`config.mk`:
```
export PLATFORM = sky130hd
export DESIGN_NAME = lsusb_rx
export DESIGN_NICKNAME = d
export VERILOG_FILES = /design/src/rtl/lsrx_pkg.sv /design/src/rtl/lsrx_sync.sv /design/src/rtl/lsrx_phase.sv /design/src/rtl/lsrx_unpack.sv /design/src/rtl/lsusb_rx.sv
export SDC_FILE = /design/constraint.sdc
export NUM_CORES = 1
export LEC_CHECK = 0
export BUFFER_PORTS_ARGS = -buffer_cell sky130_fd_sc_hd__buf_2
export CAP_MARGIN = 5
export CORE_ASPECT_RATIO = 0.7
export CORE_MARGIN = 3
export CORE_UTILIZATION = 55
export CTS_CLUSTER_SIZE = 8
export DETAILED_ROUTE_END_ITERATION = 10
export PLACE_DENSITY = 0.85
export SLEW_MARGIN = 20
export SYNTH_ARGS = -nofsm -noshare
export SYNTH_HDL_FRONTEND = slang
export SYNTH_SLANG_ARGS = --single-unit
```
`constraint.sdc`:
```
create_clock -name clk -period 6 [get_ports clk]
set_input_delay 1.2 -clock clk [delete_from_list [all_inputs] [get_ports clk]]
set_output_delay 1.2 -clock clk [all_outputs]
set_load 0.005 [all_outputs]
```
`src/rtl/lsrx_pkg.sv`:
```
package lsrx_pkg;

   // Line level as {dp, dm}
   typedef enum logic [1:0] {
      LN_SE0 = 2'b00,
      LN_J   = 2'b01,
      LN_K   = 2'b10,
      LN_SE1 = 2'b11
   } line_t;

   typedef enum logic [2:0] {
      ST_WAIT_J,
      ST_WAIT_K,
      ST_CHECK_K,
      ST_RECV,
      ST_DRAIN
   } rx_state_t;

endpackage

```
`src/rtl/lsrx_sync.sv`:
```
module lsrx_sync #(
   parameter int            W      = 2,
   parameter int            STAGES = 2,
   parameter logic [W-1:0]  INIT   = '0
) (
   input  logic          clk,
   input  logic          rst_n,
   input  logic [W-1:0]  d,
   output logic [W-1:0]  q
);

   if (STAGES < 2) begin : g_bad_stages
      $error("lsrx_sync needs at least two stages");
   end

   logic [W-1:0] chain_r [STAGES];

   always_ff @(posedge clk or negedge rst_n) begin
      if (!rst_n) begin
         for (int i = 0; i < STAGES; i++) chain_r[i] <= INIT;
      end else begin
         chain_r[0] <= d;
         for (int i = 1; i < STAGES; i++) chain_r[i] <= chain_r[i-1];
      end
   end

   assign q = chain_r[STAGES-1];

endmodule

```
`src/rtl/lsrx_phase.sv`:
```
module lsrx_phase #(
   parameter int OVS = 8
) (
   input  logic clk,
   input  logic rst_n,
   input  logic realign,
   output logic sample
);

   localparam int              PW   = $clog2(OVS);
   localparam logic [PW-1:0]   HALF = PW'(OVS / 2);
   localparam logic [PW-1:0]   LAST = PW'(OVS - 1);

   logic [PW-1:0] ph_r;

   always_ff @(posedge clk or negedge rst_n) begin
      if (!rst_n)              ph_r <= '0;
      else if (realign)        ph_r <= '0;
      else if (ph_r == LAST)   ph_r <= '0;
      else                     ph_r <= ph_r + 1'b1;
   end

   assign sample = (ph_r == HALF);

   AST_SAMPLE_SPACED: assert property (@(posedge clk) disable iff (!rst_n)
      sample |=> !sample);

endmodule

```
`src/rtl/lsrx_unpack.sv`:
```
module lsrx_unpack #(
   parameter int BYTE_W    = 8,
   parameter int STUFF_RUN = 6
) (
   input  logic              clk,
   input  logic              rst_n,
   input  logic              clear,
   input  logic              take,
   input  logic              level,
   output logic              done,
   output logic [BYTE_W-1:0] data
);

   localparam int             IW   = $clog2(BYTE_W);
   localparam int             OW   = $clog2(STUFF_RUN + 1);
   localparam logic [IW-1:0]  IEND = IW'(BYTE_W - 1);
   localparam logic [OW-1:0]  OMAX = OW'(STUFF_RUN);

   logic              prev_lvl_r;
   logic [OW-1:0]     ones_r;
   logic [IW-1:0]     idx_r;
   logic [BYTE_W-1:0] shreg_r;
   logic              bit_d;
   logic              stuffed;

   assign bit_d   = (level == prev_lvl_r);
   assign stuffed = (ones_r == OMAX);
   assign data    = {bit_d, shreg_r[BYTE_W-1:1]};
   assign done    = take && !stuffed && (idx_r == IEND);

   always_ff @(posedge clk or negedge rst_n) begin
      if (!rst_n) begin
         prev_lvl_r <= 1'b1;
         ones_r     <= '0;
         idx_r      <= '0;
         shreg_r    <= '0;
      end else if (clear) begin
         prev_lvl_r <= 1'b1;               // closing sync bit is K
         ones_r     <= OW'(1);             // and decodes as a 1
         idx_r      <= '0;
         shreg_r    <= '0;
      end else if (take) begin
         prev_lvl_r <= level;
         if (stuffed) begin
            ones_r <= '0;
         end else begin
            shreg_r <= data;
            idx_r   <= (idx_r == IEND) ? '0 : idx_r + 1'b1;
            ones_r  <= bit_d ? ones_r + 1'b1 : '0;
         end
      end
   end

   AST_STUFF_HOLDS: assert property (@(posedge clk) disable iff (!rst_n)
      (take && stuffed) |=> ($stable(idx_r) && $stable(shreg_r)));

endmodule

```
`src/rtl/lsusb_rx.sv`:
```
module lsusb_rx
   import lsrx_pkg::*;
#(
   parameter int OVS         = 8,
   parameter int MAX_BYTES   = 11,
   parameter int KWAIT       = 48,
   parameter int SYNC_STAGES = 2
) (
   input  logic       clk,
   input  logic       rst_n,
   input  logic       usb_dp,
   input  logic       usb_dm,
   output logic [7:0] rx_byte,
   output logic       rx_valid,
   output logic       rx_eop,
   output logic       rx_overflow,
   output logic       rx_active
);

   localparam int             NW   = $clog2(MAX_BYTES + 1);
   localparam int             TW   = $clog2(KWAIT + 1);
   localparam logic [NW-1:0]  NLIM = NW'(MAX_BYTES);
   localparam logic [TW-1:0]  TLIM = TW'(KWAIT - 1);

   if (OVS < 4 || KWAIT <= 2 * OVS || MAX_BYTES < 1) begin : g_bad_params
      $error("lsusb_rx: OVS >= 4, KWAIT > 2*OVS and MAX_BYTES >= 1 required");
   end

   logic [1:0] pins_s;
   line_t      line_q, line_p;
   logic       edge_seen, realign, smp;
   logic       lock, take, byte_done;
   logic [7:0] byte_data;
   rx_state_t  state;
   logic [TW-1:0] tmr;
   logic [NW-1:0] nbytes;
   logic          half_seen;

   lsrx_sync #(.W(2), .STAGES(SYNC_STAGES), .INIT(2'b01)) u_sync (
      .clk(clk), .rst_n(rst_n), .d({usb_dp, usb_dm}), .q(pins_s));

   assign line_q = line_t'(pins_s);

   always_ff @(posedge clk or negedge rst_n) begin
      if (!rst_n) line_p <= LN_J;
      else        line_p <= line_q;
   end

   assign edge_seen = (line_q != line_p);
   assign realign   = edge_seen || (state == ST_WAIT_K);

   lsrx_phase #(.OVS(OVS)) u_phase (
      .clk(clk), .rst_n(rst_n), .realign(realign), .sample(smp));

   assign lock = (state == ST_CHECK_K) && smp && (line_p == LN_K) && half_seen;
   assign take = (state == ST_RECV) && smp && (line_p != LN_SE0);

   lsrx_unpack #(.BYTE_W(8), .STUFF_RUN(6)) u_unpack (
      .clk(clk), .rst_n(rst_n), .clear(lock), .take(take),
      .level(line_p[1]), .done(byte_done), .data(byte_data));

   always_ff @(posedge clk or negedge rst_n) begin
      if (!rst_n) begin
         state       <= ST_WAIT_J;
         tmr         <= '0;
         nbytes      <= '0;
         half_seen   <= 1'b0;
         rx_byte     <= '0;
         rx_valid    <= 1'b0;
         rx_eop      <= 1'b0;
         rx_overflow <= 1'b0;
      end else begin
         rx_valid    <= 1'b0;
         rx_eop      <= 1'b0;
         rx_overflow <= 1'b0;
         case (state)
            ST_WAIT_J: begin
               if (line_q == LN_J) begin
                  state <= ST_WAIT_K;
                  tmr   <= '0;
               end
            end
            ST_WAIT_K: begin
               if (line_q == LN_K) begin
                  state     <= ST_CHECK_K;
                  half_seen <= 1'b0;
               end else if (tmr == TLIM) begin
                  state <= ST_WAIT_J;
               end else begin
                  tmr <= tmr + 1'b1;
               end
            end
            ST_CHECK_K: begin
               if (smp) begin
                  if (line_p != LN_K) begin
                     state <= ST_WAIT_K;
                     tmr   <= '0;
                  end else if (half_seen) begin
                     state  <= ST_RECV;
                     nbytes <= '0;
                  end else begin
                     half_seen <= 1'b1;
                  end
               end
            end
            ST_RECV: begin
               if (smp && line_p == LN_SE0) begin
                  rx_eop <= 1'b1;
                  state  <= ST_WAIT_J;
               end else if (byte_done) begin
                  if (nbytes == NLIM) begin
                     rx_overflow <= 1'b1;
                     state       <= ST_DRAIN;
                  end else begin
                     rx_valid <= 1'b1;
                     rx_byte  <= byte_data;
                     nbytes   <= nbytes + 1'b1;
                  end
               end
            end
            ST_DRAIN: begin
               if (line_q == LN_SE0) state <= ST_WAIT_J;
            end
            default: state <= ST_WAIT_J;
         endcase
      end
   end

   assign rx_active = (state == ST_RECV);

   AST_VALID_ACTIVE: assert property (@(posedge clk) disable iff (!rst_n)
      rx_valid |-> rx_active);

   AST_EOP_DROPS_ACTIVE: assert property (@(posedge clk) disable iff (!rst_n)
      rx_eop |-> (!rx_active && $past(rx_active)));

   AST_SINGLE_OUTCOME: assert property (@(posedge clk) disable iff (!rst_n)
      !(rx_eop && rx_overflow) && !(rx_valid && (rx_eop || rx_overflow)));

   AST_LOCK_ON_K: assert property (@(posedge clk) disable iff (!rst_n)
      $rose(rx_active) |-> ($past(line_p) == LN_K));

   AST_OVF_AT_LIMIT: assert property (@(posedge clk) disable iff (!rst_n)
      rx_overflow |-> ($past(nbytes) == NLIM));

endmodule

```
### Word level (Yosys, flattened, before mapping)

Cells that the tools add are included.

* flip-flop bits (word level): 49
* input bits: 4
* output and inout port bits: 12
* word-level logic and storage cells: 133

* $add $sub $neg: 5
* equality and inequality tests: 33
* muxes and demuxes: 53
* bitwise logic cells: 2
* reduce and logical (&&, ||, !) cells: 24

Operators with widths (number)
* two-way mux 3 bit: 20
* two-way mux 6 bit: 5
* two-way mux 4 bit: 6
* two-way mux 8 bit: 3
* inequality test 2 bit (second input constant): 11
* case mux 6 bit (3 select lines): 1
* == test 3 bit (second input constant): 5
* two-way mux 1 bit: 15
* case mux 3 bit (5 select lines): 1
* AND reduction 7 bit: 2
* adder 3 x 1 -> 3 bit (second input constant): 3
* inequality test 3 x 1 -> 1 bit (second input constant): 3
* logical AND 1 bit: 8
* case mux 4 bit (2 select lines): 1
* AND reduction 4 bit: 2
* nonzero test 2 bit: 4
* adder 6 x 1 -> 6 bit (second input constant): 1
* == test 3 x 2 -> 1 bit (second input constant): 2
* == test 6 bit (second input constant): 1
* inequality test 2 x 1 -> 1 bit (second input constant): 3
* AND reduction 6 bit: 1
* adder 4 x 1 -> 4 bit (second input constant): 1
* == test 2 bit (second input constant): 2
* == test 4 bit (second input constant): 1
* 13 further kinds: 15

### Logic depth before layout (Yosys ltp)

Gate-level depths: netlist (run 1).

* depth after elaboration: 8
* mapped depth: 8
* depth with buffers taken out: 7

### Modules after synthesis

From an unflattened synthesis (run 1), not the netlist that was laid out.

* cells, all modules: 232
* area, all modules: 2284.7 um^2

Modules (own cells, without submodules)
* lsusb_rx: instances 1, cells each 145, area each 1350.0 um^2, sequential area each 676.9 um^2
* lsrx_unpack: instances 1, cells each 69, area each 668.1 um^2, sequential area each 351.6 um^2
* lsrx_phase: instances 1, cells each 12, area each 148.9 um^2, sequential area each 75.1 um^2
* lsrx_sync: instances 1, cells each 6, area each 117.6 um^2, sequential area each 102.6 um^2

### Least setup slack after synthesis (run 1)

Ideal clock, no wire load.

* path kind: register -> register
* start point: register u_phase.ph_r[0]
* end point: register rx_byte[0]
* setup time: 0.125 ns
* data arrival time: 1.884 ns
* required time: 5.875 ns
* setup slack: 3.991 ns
* cell stages (with the launch flop): 9
* path buffers: 2
* period minus slack after synthesis: 2.009 ns
* cell sequence: dfrtp_1 inv_1 ha_1 nand2_1 or3_1 buf_2 nor3_2 buf_4 mux2_2

* word-level cells in the longest chain between the ends: 6
* elaborated cells between the ends (all ways): 8
* those cells by class: 1 x eq/ne; 1 x bitwise; 6 x reduce/logical

Ends and longest elaborated chain
* start: declaration: line lsrx_phase.sv:14 `logic [PW-1:0] ph_r;`
* start signal: assignment: line lsrx_phase.sv:20 `else ph_r <= ph_r + 1'b1;`
* == test 3 bit *: line lsrx_phase.sv:23 `assign sample = (ph_r == HALF);`
* logical AND 1 bit (2 in series): line lsusb_rx.sv:56 `assign take = (state == ST_RECV) && smp && (line_p != LN_SE0);`
* logical AND 1 bit (2 in series): line lsrx_unpack.sv:29 `assign done = take && !stuffed && (idx_r == IEND);`
* AND reduction 4 bit (no line) *
* end signal: assignment: line lsusb_rx.sv:116 `rx_byte <= byte_data;`
* end: declaration: line lsusb_rx.sv:13 `output logic [7:0] rx_byte,`

Every way passes the cells marked *; elsewhere a longest branch is shown, timed or not.
A chain may end at the register's enable or synchronous reset.

### Worst setup path after layout (run 1)

* start point: register u_phase.ph_r[0]
* end point: register rx_byte[4]

The elaborated chain is that of the path after synthesis.

==> results of run 1 <==
==> state kept, by name, summed over array words and instances (netlist names) <==
| register | flops |
|---|---|
| u_sync.chain_r | 2 |
| rx_valid | 1 |
| u_unpack.ones_r | 3 |
| u_unpack.idx_r | 3 |
| u_unpack.prev_lvl_r | 1 |
| half_seen | 1 |
| line_p | 2 |
| rx_eop | 1 |
| rx_byte | 8 |
| u_phase.ph_r | 3 |
| u_unpack.shreg_r | 7 |
| nbytes | 4 |
| state | 3 |
| rx_overflow | 1 |
| u_sync.q | 2 |
| tmr | 6 |
==> worst min-delay path by stage <==
stage | end | slack (ps) | depth (start not counted)
global route | u_sync.q[0]$_DFF_PN1_ | 360 | 0
CTS | u_sync.q[0]$_DFF_PN1_ | 360 | 0
global placement | u_sync.q[1]$_DFF_PN0_ | 330 | 0
detailed placement | u_sync.q[0]$_DFF_PN1_ | 350 | 0
floorplan | u_sync.q[1]$_DFF_PN0_ | 330 | 0
finish | u_sync.q[0]$_DFF_PN1_ | 360 | 0
==> worst max-delay path, stage by stage, from the launching register on <==
cell and delay, ps:
dfrtp_1 410, inv_1 60, ha_1 200, nand2_1 160, or3_1 470, nor3_2 730
mux2_2 420
==> cell usage after synthesis, types with 2 or more instances <==
master / count
nand2_1: 7
nand3b_1: 3
a22o_1: 2
mux2i_1: 11
a31oi_1: 3
nand3_1: 4
ha_1: 9
xor2_1: 3
a21oi_1: 7
and2_1: 2
or3_1: 2
or2_2: 2
a211oi_1: 2
buf_2: 3
nor2_1: 17
a2bb2oi_1: 2
nor3_1: 4
inv_1: 6
mux2_2: 9
nand4_1: 4
dfstp_2: 4
nor3b_1: 3
dfrtp_1: 44
o21ai_0: 14
==> metal layers <==
| metal | track usage | vias to the layer above | share of wire |
|---|---|---|---|
| met1 | 0.281 | 771 | 0.49 |
| met3 | 0.0547 | 6 | 0.041 |
| met2 | 0.305 | 33 | 0.46 |
| met5 | 0 | - | 0 |
| li1 | - | 728 | - |
| met4 | 0.0782 | 0 | 0.017 |
==> power by group through the flow <==
| stage | Sequential, mW | Clock, mW | Combinational (mW) |
|---|---|---|---|
| 2_1_floorplan | 0.371 | 0 | 0.121 |
| 3_3_place_gp | 0.381 | 0 | 0.143 |
| 3_5_place_dp | 0.383 | 0 | 0.148 |
| 4_1_cts | 0.376 | 0.321 | 0.150 |
| 5_1_grt | 0.382 | 0.333 | 0.170 |
| 6_report | 0.377 | 0.314 | 0.149 |
==> placed cells by master, fill, tap and decap left out, types with 2 or more instances in the layout <==
| cell | n |
|---|---|
| a21oi_1 | 7 |
| nand3b_1 | 3 |
| xor2_1 | 3 |
| buf_2 | 14 |
| buf_4 | 3 |
| nand4_1 | 4 |
| or2_2 | 2 |
| mux2_2 | 9 |
| clkbuf_8 | 5 |
| o21ai_0 | 14 |
| nand2_1 | 7 |
| nor3_1 | 4 |
| a2bb2oi_1 | 2 |
| a31oi_1 | 3 |
| or3_1 | 2 |
| inv_1 | 6 |
| nand3_1 | 4 |
| nor3b_1 | 3 |
| nor2_1 | 17 |
| a211oi_1 | 2 |
| a22o_1 | 2 |
| mux2i_1 | 11 |
| ha_1 | 9 |
| dfstp_2 | 4 |
| bufinv_16 | 3 |
| and2_1 | 2 |
| dfrtp_1 | 44 |
==> cell type report <==
class                   instances  area (µm²)  share of cell area
clock buffers                   5        68.8              0.0275
clock inverters                 3        90.1              0.0360
inverters                       6        22.5             0.00899
multi-input cells             131         962               0.384
flip-flops and latches         48        1210               0.482
well taps                      50        62.6              0.0250
repair buffers                 17        92.6              0.0370
==> kinds of logic after synthesis <==
family,Yosys count,synth area share
simple gates,59,0.154
flops,48,0.545
compound gates,39,0.115
mux,21,0.101
buf+inv,11,0.0221
fa+ha+maj,9,0.0509
xor+xnor,3,0.0119
==> results.cfg, run 1 <==
[outcome]
status = finished clean

[timing]
hold_viol = 0
maxSlewViolCount = 0
fin_ws_ps = 3430
max_freq_mhz = 389
worst_pin_slew_ps = 822
fin_skew_ps = 3.48
timing.final.crit_share = 0.429
slew_headroom = 0.449
hold_slack_ps = 361
setup_viol = 0
fin_tns_setup_ps = 0
fin_crit_ps = 2570
rsz0062_at_grt = false

[worst_setup_path]
cp.required_ps = 6180
cp-startpoint = u_phase.ph_r[0]$_DFF_PN0_
timing.rr.end = rx_byte[4]$_DFFE_PN0P_
crit_path_end_kind = flip-flop
worstReg2RegStart = u_phase.ph_r[0]$_DFF_PN0_
startpoint_type = flip-flop
crit_end = rx_byte[4]$_DFFE_PN0P_
path_max_fanout = 11
reg2reg_depth = 6
reg2reg_setup_slack_ps = 3430
worst_ep_arrival_time_ps = 2750
worst-setup-path-type = flip-flop to flip-flop

[logic_synthesis]
synth_top_cell_by_area = dfrtp_1
yosysWarnings = 0
ys_seq_area_frac = 0.545
synth_area_mm2 = 0.00221
yosys-top-cells-area = dfrtp_1 50%, ha_1 5.1%, mux2i_1 5.0%
syn_nets = 203
async_flop_share = 1.00
syn_inst = 190
netlist.area_leader.share = 0.498
syn_area_per_cell_um2 = 11.6
ys_ff_latch = 48
ys_types = 47
synth_flop_cell = dfrtp_1
synth_edf_count = 0

[grt]
track_usage = 0.202
antenna_found_initial = 0
grt_remaining_overflow = 0
first_global_vias = 1507
grt_max_degree = 49
grt_pass1_wl_um = 7270

[clock_network]
clock_path_buffers = 2
cts_buffers = 5
post_cts_buffers = 0
clk_latency_ps = 300
cts.sinks = 48
holdBufCountCts = 0
clk_pin_slew_ps = 80
root_buffer = clkbuf_8
cts_tree = done
cts_resized = 0
htree_levels = 2

[layout]
final_nets = 222
antennaDiodeCount = 0
nFillCells = 276
syn_to_final_growth_pct = 13.2
design_area_mm2 = 0.00250
postLayoutCoreUtil = 0.678
drive_above_1_share = 0.210
final_cells = 260

[power]
p_seq_frac = 0.449
finalPower_mw = 0.840
p_per_area_mw_per_mm2 = 335
intPower_mw = 0.619
swShare = 0.263
worst_ir_drop_vdd_v = 0.000199
combPwrFrac = 0.178
switchingPower_mw = 0.221
power.share.clock = 0.374
p_leak_nw = 1.23

[die]
die-area_mm2 = 0.00483
ioPinCount = 16
floorplan.die.width_um = 81.8
core_area_mm2 = 0.00369
initial_core_util = 0.599
die_h_um = 59.1
row_count = 18

[placed_design]
dpl.cell_count = 252
numPortBuffers = 15
place_congestion = 0.878
dpl.hpwl_um = 2940
dpl_cell_area_mm2 = 0.00234
post-place-ws_ps = 3470

[routing]
firstDrtPassIters = 4
routed_wl_um = 4140
via_count = 1538
post-route-drc-count = 0
wire_per_inst_um = 15.9
ant_nets = 0
drt_iter0_markers = 144
vias_per_cell = 5.92

[min_path]
min_path_type = flip-flop to flip-flop
hold_start = u_sync.chain_r[2]$_DFF_PN1_

[flow_run]
maxCapViolations = 0
No activity file was read; power rests on OpenSTA's default activity.
==> run 2: changes to the inputs <==
ABC_AREA = 1   (was unset)
CORE_UTILIZATION = 54   (was 55)
PLACE_DENSITY = 0.86   (was 0.85)
clock period = 2.2 ns   (was 6 ns; I/O delays follow)
==> run 2 against run 1 <==
Worst hold slack worse by 230 ps. Clock power grew 74%. Fmax up 48%.
==> results.cfg, run 2 <==
[outcome]
status = finished clean

[worst_setup_path]
crit_path_end_kind = flip-flop
startpoint_type = flip-flop
slowest_stage = dfrtp_1
reg2reg_setup_slack_ps = 470
crit_cells = 8
cp.required_ps = 2400
worst-setup-path-type = flip-flop to flip-flop
timing.rr.end = u_unpack.idx_r[0]$_DFFE_PN0P_
path_cells = inv_1 > ha_1 > nand2_1 > nor2_1 > nand3_1 > inv_2 > o21ai_0 > o211a_1
cp_num_buf_inv = 2
worst_ep_arrival_time_ps = 1930
reg2reg_depth = 8
critPathMaxStageDelay_ps = 410
path_max_fanout = 13
crit_family = simple AND/OR/NAND/NOR gates
worstReg2RegStart = u_phase.ph_r[0]$_DFF_PN0_

[timing]
hold_viol = 0
fin_ws_ps = 467
slew_headroom = 0.603
rsz0062_at_grt = false
max_freq_mhz = 577
maxSlewViolCount = 0
fin_crit_ps = 1730
fin_skew_ps = 9.13
fin_tns_setup_ps = 0
timing.final.crit_share = 0.788
setup_viol = 0
worst_pin_slew_ps = 595

[logic_synthesis]
async_flop_share = 1.00
syn_area_per_cell_um2 = 8.58
yosys-top-cells-area = dfrtp_1 47%, nand2_1 12%, nand3_1 6.3%
yosysMostFrequentCell = nand2_1
syn_inst = 276
synth_area_mm2 = 0.00237
ys_types = 30
synth_flop_cell = dfrtp_1
netlist.area_leader.share = 0.465
synth_top_cell_by_area = dfrtp_1
yosysWarnings = 0
synth_edf_count = 0
ys_ff_latch = 48
syn_nets = 289
synthTopCellsByCount = 76 x nand2_1, 44 x dfrtp_1, 30 x inv_1, 30 x nand3_1, 28 x nor2_1
ys_seq_area_frac = 0.510

[placed_design]
post-place-ws_ps = 490
dpl.cell_count = 341
numPortBuffers = 15
place_congestion = 0.859
dpl.hpwl_um = 3270

[routing]
firstDrtPassIters = 4
wire_per_inst_um = 13.0
drt_iter0_markers = 152
vias_per_cell = 5.24
routed_wl_um = 4520
via_count = 1828
post-route-drc-count = 0
ant_nets = 0

[clock_network]
cts_resized = 0
clk_pin_slew_ps = 90
post_cts_buffers = 0
cts_tree = done
clock_path_buffers = 2
root_buffer = clkbuf_8
holdBufCountCts = 0
cts.sinks = 48
htree_levels = 2
cts_buffers = 5
clk_latency_ps = 300

[layout]
drive_above_1_share = 0.155
layout_commonest_cell = nand2_1
largest-register = rx_byte
postLayoutCoreUtil = 0.641
layout_common_cells = 76 x nand2_1, 44 x dfrtp_1, 30 x inv_1, 30 x nand3_1, 28 x nor2_1
final_nets = 309
antennaDiodeCount = 0
top_regs = rx_byte x8, u_unpack.shreg_r x7, tmr x6
largest_register_ffs = 8
syn_to_final_growth_pct = 9.99
final_cells = 349

[die]
ioPinCount = 16
die-area_mm2 = 0.00523
initial_core_util = 0.582
floorplan.die.width_um = 85.1
core_area_mm2 = 0.00407
row_count = 19
die_h_um = 61.4

[power]
p_per_area_mw_per_mm2 = 775
p_leak_nw = 1.41
finalPower_mw = 2.02
worst_ir_drop_vdd_v = 0.000619

[grt]
grt_max_degree = 27
grt_remaining_overflow = 0
antenna_found_initial = 0
track_usage = 0.194
grt_pass1_wl_um = 7850
first_global_vias = 1695

[flow_run]
maxCapViolations = 0

[min_path]
min_path_type = input port to async pin
-- run 2: changes by cell type after synthesis, sizes merged, moves of 4 or more --
cell and change:
a21oi -6, inv +28, mux2 -10, mux2i -11
nand2 +71, nand3 +26, nor2 +13, o21ai +4
xnor2 +5
-- run 2: cells by family (layout without fill, tap and decap cells) --
family,after synthesis,count (layout),share of synthesized area
AO/OA/AOI/OAI,23,23,0.0655
flip-flops,48,48,0.510
buffers and inverters,38,59,0.0661
AND/OR/NAND/NOR,150,150,0.282
adder cells (fa/ha/maj),9,9,0.0476
XOR/XNOR,8,8,0.0296
-- run 2: how the worst max path moves through the flow --
stage	to	slack [ps]	start
2_1_floorplan	rx_byte[2]$_DFFE_PN0P_	700	u_phase.ph_r[0]$_DFF_PN0_
3_3_place_gp	tmr[1]$_DFFE_PN0P_	580	state[2]$_DFFE_PN0P_
3_5_place_dp	u_unpack.idx_r[0]$_DFFE_PN0P_	490	u_phase.ph_r[0]$_DFF_PN0_
4_1_cts	u_unpack.idx_r[0]$_DFFE_PN0P_	470	u_phase.ph_r[0]$_DFF_PN0_
5_1_grt	nbytes[0]$_DFFE_PN0P_	310	u_phase.ph_r[0]$_DFF_PN0_
6_report	u_unpack.idx_r[0]$_DFFE_PN0P_	470	u_phase.ph_r[0]$_DFF_PN0_
-- run 2: where the power goes --
part	leakage, nW	switching, mW	total, mW	internal (mW)
combinational	0.720	0.315	0.465	0.150
clock	0.0434	0.291	0.546	0.255
sequential	0.642	0.0680	1.01	0.938
-- run 2: layout make-up --
type / instances / area [µm²]
multi-input combinational: 190 / 1000
sequential: 48 / 1210
fill: 325 / 1460
clock buffer: 6 / 82.6
timing repair buffer: 17 / 103
clock inverter: 2 / 15.0
inverter: 34 / 128
tap: 52 / 65.1
-- run 2: per-stage QoR --
stage | instance area [µm²] | hold WS (ps)
floorplan | 2370 | 144
global placement | 2510 | 340
detailed placement | 2510 | 344
CTS | 2600 | 148
global route | 2600 | 159
finish | 2600 | 129
-- run 2: routing by layer --
metal	up-vias	wire length [µm]	track usage
met1	838	2220	0.282
met3	9	220	0.0401
li1	919	-	-
met4	0	51	0.0767
met5	-	0	0
met2	62	2030	0.289
